### src/rtl/dm_addr_gen_pkg.sv
package dm_addr_gen_pkg;

    localparam int unsigned BANK_W  = 4;
    localparam int unsigned OFF_W   = 8;
    localparam int unsigned PTR_W   = 16;
    localparam int unsigned INSTR_W = 16;
    localparam int unsigned ADDR_W  = BANK_W + OFF_W;

    typedef enum logic [1:0] {
        MODE_BANKED  = 2'b00,
        MODE_FORCED  = 2'b01,
        MODE_INDEXED = 2'b10
    } addr_mode_e;

endpackage

### src/rtl/bank_ptr_regs.sv
module bank_ptr_regs #(
    parameter int unsigned BANK_W = 4,
    parameter int unsigned PTR_W  = 16
) (
    input  logic              clk,
    input  logic              rst_n,
    input  logic              bank_we,
    input  logic [BANK_W-1:0] bank_wdata,
    input  logic              ptr_we,
    input  logic [PTR_W-1:0]  ptr_wdata,
    output logic [BANK_W-1:0] bank_q,
    output logic [PTR_W-1:0]  ptr_q
);

    typedef struct packed {
        logic [BANK_W-1:0] bank;
        logic [PTR_W-1:0]  ptr;
    } regs_t;

    regs_t regs_d;
    regs_t regs_q;

    always_comb begin
        regs_d = regs_q;
        if (bank_we) begin
            regs_d.bank = bank_wdata;
        end
        if (ptr_we) begin
            regs_d.ptr = ptr_wdata;
        end
    end

    always_ff @(posedge clk or negedge rst_n) begin
        if (!rst_n) begin
            regs_q <= '0;
        end else begin
            regs_q <= regs_d;
        end
    end

    assign bank_q = regs_q.bank;
    assign ptr_q  = regs_q.ptr;

endmodule

### src/rtl/operand_decoder.sv
module operand_decoder
    import dm_addr_gen_pkg::*;
#(
    parameter int unsigned INSTR_W     = 16,
    parameter int unsigned OFF_W       = 8,
    parameter int unsigned ACC_BIT     = 8,
    parameter int unsigned SPLIT_POINT = 8'h60
) (
    input  logic [INSTR_W-1:0] instr,
    input  logic               ext_en,
    output logic [OFF_W-1:0]   operand,
    output addr_mode_e         sel_mode
);

    localparam logic [OFF_W-1:0] SPLIT = OFF_W'(SPLIT_POINT);

    logic access_bit;
    logic low_operand;

    always_comb begin
        operand     = instr[OFF_W-1:0];
        access_bit  = instr[ACC_BIT];
        low_operand = (operand < SPLIT);
        if (access_bit) begin
            sel_mode = MODE_BANKED;
        end else if (ext_en && low_operand) begin
            sel_mode = MODE_INDEXED;
        end else begin
            sel_mode = MODE_FORCED;
        end
    end

endmodule

### src/rtl/ea_compute.sv
module ea_compute
    import dm_addr_gen_pkg::*;
#(
    parameter int unsigned BANK_W      = 4,
    parameter int unsigned OFF_W       = 8,
    parameter int unsigned PTR_W       = 16,
    parameter int unsigned SPLIT_POINT = 8'h60
) (
    input  addr_mode_e                sel_mode,
    input  logic [OFF_W-1:0]          operand,
    input  logic [BANK_W-1:0]         bank,
    input  logic [PTR_W-1:0]          ptr,
    output logic [BANK_W+OFF_W-1:0]   addr
);

    localparam int unsigned AW = BANK_W + OFF_W;
    localparam logic [OFF_W-1:0]  SPLIT    = OFF_W'(SPLIT_POINT);
    localparam logic [BANK_W-1:0] TOP_BANK = '1;
    localparam logic [BANK_W-1:0] BOT_BANK = '0;

    logic [AW-1:0] idx_sum;
    logic [AW-1:0] forced_addr;

    always_comb begin
        idx_sum     = ptr[AW-1:0] + {{BANK_W{1'b0}}, operand};
        forced_addr = (operand < SPLIT) ? {BOT_BANK, operand} : {TOP_BANK, operand};
        unique case (sel_mode)
            MODE_BANKED:  addr = {bank, operand};
            MODE_INDEXED: addr = idx_sum;
            default:      addr = forced_addr;
        endcase
    end

endmodule

### src/rtl/dm_addr_gen.sv
module dm_addr_gen
    import dm_addr_gen_pkg::*;
(
    input  logic                clk,
    input  logic                rst_n,
    input  logic                ext_en,
    input  logic [INSTR_W-1:0]  instr,
    input  logic                bank_we,
    input  logic [BANK_W-1:0]   bank_wdata,
    input  logic                ptr_we,
    input  logic [PTR_W-1:0]    ptr_wdata,
    output logic [ADDR_W-1:0]   eff_addr,
    output logic [1:0]          mode
);

    localparam int unsigned ACC_BIT     = OFF_W;
    localparam int unsigned SPLIT_POINT = 8'h60;

    logic [BANK_W-1:0] bank_q;
    logic [PTR_W-1:0]  ptr_q;
    logic [OFF_W-1:0]  operand;
    addr_mode_e        sel_mode;

    bank_ptr_regs #(
        .BANK_W (BANK_W),
        .PTR_W  (PTR_W)
    ) u_regs (
        .clk        (clk),
        .rst_n      (rst_n),
        .bank_we    (bank_we),
        .bank_wdata (bank_wdata),
        .ptr_we     (ptr_we),
        .ptr_wdata  (ptr_wdata),
        .bank_q     (bank_q),
        .ptr_q      (ptr_q)
    );

    operand_decoder #(
        .INSTR_W     (INSTR_W),
        .OFF_W       (OFF_W),
        .ACC_BIT     (ACC_BIT),
        .SPLIT_POINT (SPLIT_POINT)
    ) u_dec (
        .instr    (instr),
        .ext_en   (ext_en),
        .operand  (operand),
        .sel_mode (sel_mode)
    );

    ea_compute #(
        .BANK_W      (BANK_W),
        .OFF_W       (OFF_W),
        .PTR_W       (PTR_W),
        .SPLIT_POINT (SPLIT_POINT)
    ) u_ea (
        .sel_mode (sel_mode),
        .operand  (operand),
        .bank     (bank_q),
        .ptr      (ptr_q),
        .addr     (eff_addr)
    );

    assign mode = sel_mode;

endmodule

### config.mk
export PLATFORM = sky130hd
export DESIGN_NAME = dm_addr_gen
export DESIGN_NICKNAME = d
export VERILOG_FILES = /design/src/rtl/dm_addr_gen_pkg.sv /design/src/rtl/bank_ptr_regs.sv /design/src/rtl/operand_decoder.sv /design/src/rtl/ea_compute.sv /design/src/rtl/dm_addr_gen.sv
export SDC_FILE = /design/constraint.sdc
export NUM_CORES = 1
export LEC_CHECK = 0
export ABC_CLOCK_PERIOD_IN_PS = 2360
export BUFFER_PORTS_ARGS = -buffer_cell sky130_fd_sc_hd__buf_4
export CAP_MARGIN = 40
export CORE_ASPECT_RATIO = 0.5
export CORE_MARGIN = 3
export CORE_UTILIZATION = 46
export DETAILED_ROUTE_END_ITERATION = 10
export GPL_TIMING_DRIVEN = 0
export HOLD_SLACK_MARGIN = 0.06
export PLACE_DENSITY = 0.84
export SYNTH_ARGS = -nofsm -noshare
export SYNTH_HDL_FRONTEND = slang
export SYNTH_SLANG_ARGS = --single-unit
export TNS_END_PERCENT = 30
### constraint.sdc
create_clock -name clk -period 2.36 [get_ports clk]
set_input_delay 0.118 -clock clk [delete_from_list [all_inputs] [get_ports clk]]
set_output_delay 0.118 -clock clk [all_outputs]
set_load 0.005 [all_outputs]
---- Word-level counts from Yosys, hierarchy flattened ----
Cells that the tools add are included.
operators by class
  eq/ne operators ......................... 1
  $lt $le $gt $ge ......................... 1
  reduce and logical (&&, ||, !) cells .... 2
  $add $sub $neg .......................... 1
  muxes and demuxes ....................... 4
operators by type and width
  kind                count
  $pmux 12 s2         1
  $add 12x8->12       1
  $mux 12             1
  $lt 8x7->1 const B  1
  $mux 2              2
  $eq 2x2->1 const B  1
  $logic_not 2->1     1
  $logic_and 1x1->1   1
storage, ports and cells
  bits in registers ....................... 16
  input bits .............................. 41
  logic and storage cells ................. 11

---- Longest topological paths before layout ----
  depth after elaboration ................. 6
  gate-level depth with buffers ........... 7
  gate-level depth less buffers ........... 7

---- By module ----
Synthesis repeated with hierarchy kept, for this count alone.
unflattened totals
  cells, all modules ...................... 148
  area total of the unflattened synthesis .. 1482.7 um2
by module, submodules not included
  module           cells an instance  times used  area an instance (um2)  seq. area each (um2)
  bank_ptr_regs    42                 1           794.5                   500.5
  ea_compute       94                 1           601.8                   0.0
  operand_decoder  12                 1           86.3                    0.0

---- Worst setup path before layout ----
No wires, ideal clock.
  path type ............................... register to output
  from .................................... reg u_regs.regs_q, in the netlist u_regs.ptr_q[0]
  to ...................................... out eff_addr[6]
  slack ................................... 491 ps
  path buffers ............................ 0
  required time ........................... 2242 ps
  data arrival time ....................... 1751 ps
  stages on the path, launching flop included .. 8
  path through ............................ dfrtp_1 ha_1 inv_1 fa_1 nand2b_1 a211o_1 a211o_1 nand3_1
on the way
  cells in the longest elaborated chain, start to end .. 2
RTL lines
  item                      RTL line             text
  start: declaration        bank_ptr_regs.sv:21  regs_t regs_q;
  start signal: assignment  bank_ptr_regs.sv:37  regs_q <= regs_d;
  $add 12x8->12             ea_compute.sv:25     idx_sum = ptr[AW-1:0] + {{BANK_W{1'b0}}, operand};
  $pmux 12 s2               ea_compute.sv:27     unique case (sel_mode)
  end: declaration          dm_addr_gen.sv:12    output logic [ADDR_W-1:0] eff_addr,
Every way passes these cells.

---- Final worst setup path ----
  from .................................... reg u_regs.regs_q, in the netlist u_regs.ptr_q[1]
  to ...................................... out eff_addr[11]
The elaborated chain is that of the path after synthesis.

==> results.md <==
* Synth top area share at 0.3309
* Post-Syn Instances at roughly 130
* Worst hold path class: in2reg
* Die width at 78.53 um
* RSZ-0062 raised after global routing: yes
* Primary FF master, synth: dfrtp_1
* Share of async-settable or async-resettable flops after synthesis at 1.000
* Library cells used by synthesis at 31
* Critical Path Stages at 6
* Syn. warnings at 0
* DR iter-0 viols at 39
* Synth Cell Area at 1210 um^2
* Total Routed Length at 3065 um
* Most frequent cell after synthesis: nand2_1
* Max Cap Viol at 0
* Post-synthesis mux area share at 0.1396
* Post-synthesis sequential area ratio at 0.3309
* Worst vdd ir at 337.2 uV
* End point of the worst hold path: u_regs.ptr_q[11]
* Vias per cell at 5.512
* Post-synth EDFFs at 0
* Ports at 55
* Antenna violations before repair at 0
* Pins Over Slew Limit at 0
* Final WS setup at roughly 0.038 ns
* Power Total at 0.0008744 W
* IO Port Bufs at 42
* Placer Congestion at 0.8776
* Critical path class: reg2out
* Main combinational cell family by area after synthesis: compound AO/OA/AOI/OAI gates
* Top cells by area, synth: dfrtp_1 33%, mux2_2 14%, ha_1 8.3%
* Post-synth top area cell: dfrtp_1
* CTS HTree Levels at 1
* Worst slew margin at 0.6399
* Worst hold slack at around 0.066 ns
* Drt pass-1 iters at 4
* Die ar. at around 3300 um^2
* Post-CTS setup buffer count at 0
* Hold path startpoint: ptr_wdata[11]
* Cell area power density at 527.8 nW/um^2
* Starting density of the core at 0.5133
* Final hold viol count at 0
* CTS tree: done
* Worst-margin pin slew at approximately 0.54 ns
* Average size of a mapped cell at 9.097 um^2
* Worst path required time at 2.24 ns
* Critical path's top delay family: simple AND/OR/NAND/NOR gates
* Net Count, Synth at 183
* CTS Buffer Depth at 2
* Layout cells sized above 1 at 0.4000
* WP buf/inv at 1
* Largest net degree at the start of global routing at 17
* Final instance area at 1657 um^2
* Worst path cell trace: ha_1 > a211oi_1 > nor3_2 > or4_1 > nand3_1 > buf_4
* Post-synthesis xor/xnor area fraction at 0.02896
* Worst EP arrival at roughly 2.2 ns
* Vias in the first global route at roughly 1100
* Reg2Reg Launch Point: u_regs.ptr_q[8]
* N_diodes at 0
* Worst path slowest cell: or4_1
* Post-synth top cells: 17 x nand2_1, 16 x dfrtp_1, 15 x mux2_2
* Core footprint at 2357 um^2
* Vias at 1185
* Final ANT Viol Nets at 0
* Rows at 12
* Height of the die at 42.27 um
* Max Clock Skew at 0 ns
* Setup TNS at 0 ns
* Synthesized flop and latch total at 16
* Setup violations, final at 0
* Placed inst area at about 1600 um^2
* Simple-gate share of the synthesized area at 0.1479
* CP endpoint kind: primary output
* Hold path cells at 3
* R2r worst-path depth at 1
* Outcome: finished clean
* Area Overhead vs Synth at 36.92%
* Worst reg2reg endpoint: u_regs.ptr_q[8]
* Root buffer cell: clkbuf_8
* Final #Nets at 231
* Slowest Stage Delay on Critical Path at between 0.4 and 0.5 ns
* Total gr overflow at 0
* Fin crit share at 0.9838
* Post-synthesis adder-cell area fraction at 0.09928
* Compound-gate portion of the synthesized area at 0.2192
* Clock latency on the worst-skew pair at 0.25 ns
* # clock sinks at 16
* Crit path max fanout at 4
* Worst-path clk slew at about 0.070 ns
* Lkg Pwr at 0.7631 nW
* DR DRC count at 0
* First-pass GRT wire length at between 4000 and 5000 um
* Min cycle time layout at 2.322 ns
* Pre-CTS setup slack at 0.2028 ns
* Fmax at ~0.43 GHz
* All-Layer GR Usage at 0.1918
* Reg2reg setup slack at 1.54 ns
* WL per Instance at 14.26 um
* Num CTS Buffers at 3
* DP HPWL at about 2400 um
* CP startpoint kind: register
-- metrics by stage --
step | util | cells
after detailed placement | 0.6656 | 210
final | 0.7028 | 215
after floorplan | - | 133
after global routing | 0.7028 | 215
after CTS | 0.6985 | 215
after global placement | 0.6656 | 210
-- state kept, by name (all words and copies together) (netlist names) --
signal and cells:
u_regs.ptr_q 12, u_regs.bank_q 4
-- routing by layer --
metal  wire [um]  up-vias  global-route usage  share of wire
li1            -      593                   -              -
met1        1398      550              0.2503           0.46
met2        1492       40              0.3137           0.49
met3         153        2             0.05365          0.050
met4          21        0             0.04878         0.0069
met5           0        -                   0              0
-- power by group --
group	internal [W]	total (W)	switching, W	leakage [nW]
registers	0.000301	0.000321	0.0000197	0.188
clock network	0.000148	0.000249	0.000100	0.0288
logic	0.000154	0.000305	0.000151	0.546
total	0.000604	0.000874	0.000271	0.763
-- how the worst max path moves through the flow --
| stage | startpoint | end | slack, ns |
|---|---|---|---|
| floorplan | u_regs.ptr_q[0] | eff_addr[6] | 0.49 |
| global placement | u_regs.ptr_q[0] | eff_addr[8] | 0.22 |
| detailed placement | u_regs.ptr_q[0] | eff_addr[8] | 0.20 |
| CTS | u_regs.ptr_q[0] | eff_addr[6] | 0.03 |
| global route | u_regs.ptr_q[1] | eff_addr[11] | -0.08 |
| finish | u_regs.ptr_q[1] | eff_addr[11] | 0.04 |
-- cell families (layout without fill, tap and decap cells) --
| logic type | after synthesis | in the layout |
|---|---|---|
| flops | 16 | 16 |
| xor+xnor | 4 | 4 |
| buf+inv | 10 | 57 |
| fa+ha+maj | 9 | 9 |
| compound gates | 41 | 41 |
| mux | 15 | 15 |
| simple gates | 38 | 38 |
-- layout by cell type (no fill, tap or decap), types with 4 or more instances in the layout --
cell type	instances
buf_4	42
nand2_1	17
dfrtp_1	16
mux2_2	15
a21oi_1	10
o21ai_0	10
ha_1	7
nor2_1	6
inv_1	5
nand4_1	4
nand3_1	4
clkbuf_8	4
-- repair_timing --
| item | CTS | global route |
|---|---|---|
| gates cloned | 0 | 0 |
| pin swaps | 0 | 1 |
| hold buffers | 1 | 0 |
| endpoints found under the setup margin | 2 | 3 |
| hold endpoints to repair | 16 | 0 |
| gates resized for setup | 2 | 3 |
-- tightest hold or removal path: cells and delay by family --
family,cells,cell delay (ns)
buffers and inverters,1,0.07
AO/OA/AOI/OAI,1,0.05
AND/OR/NAND/NOR,1,0.04
-- layout make-up --
| class | instances | area (um^2) |
|---|---|---|
| fillers | 186 | 700.7 |
| clock buffers | 4 | 55.05 |
| repair buffers | 43 | 325.3 |
| inverters | 5 | 18.77 |
| plain buffers | 5 | 22.52 |
| well taps | 35 | 43.79 |
| flip-flops and latches | 16 | 400.4 |
| multi-input cells | 107 | 790.8 |
(Power assumes the default switching activity.)
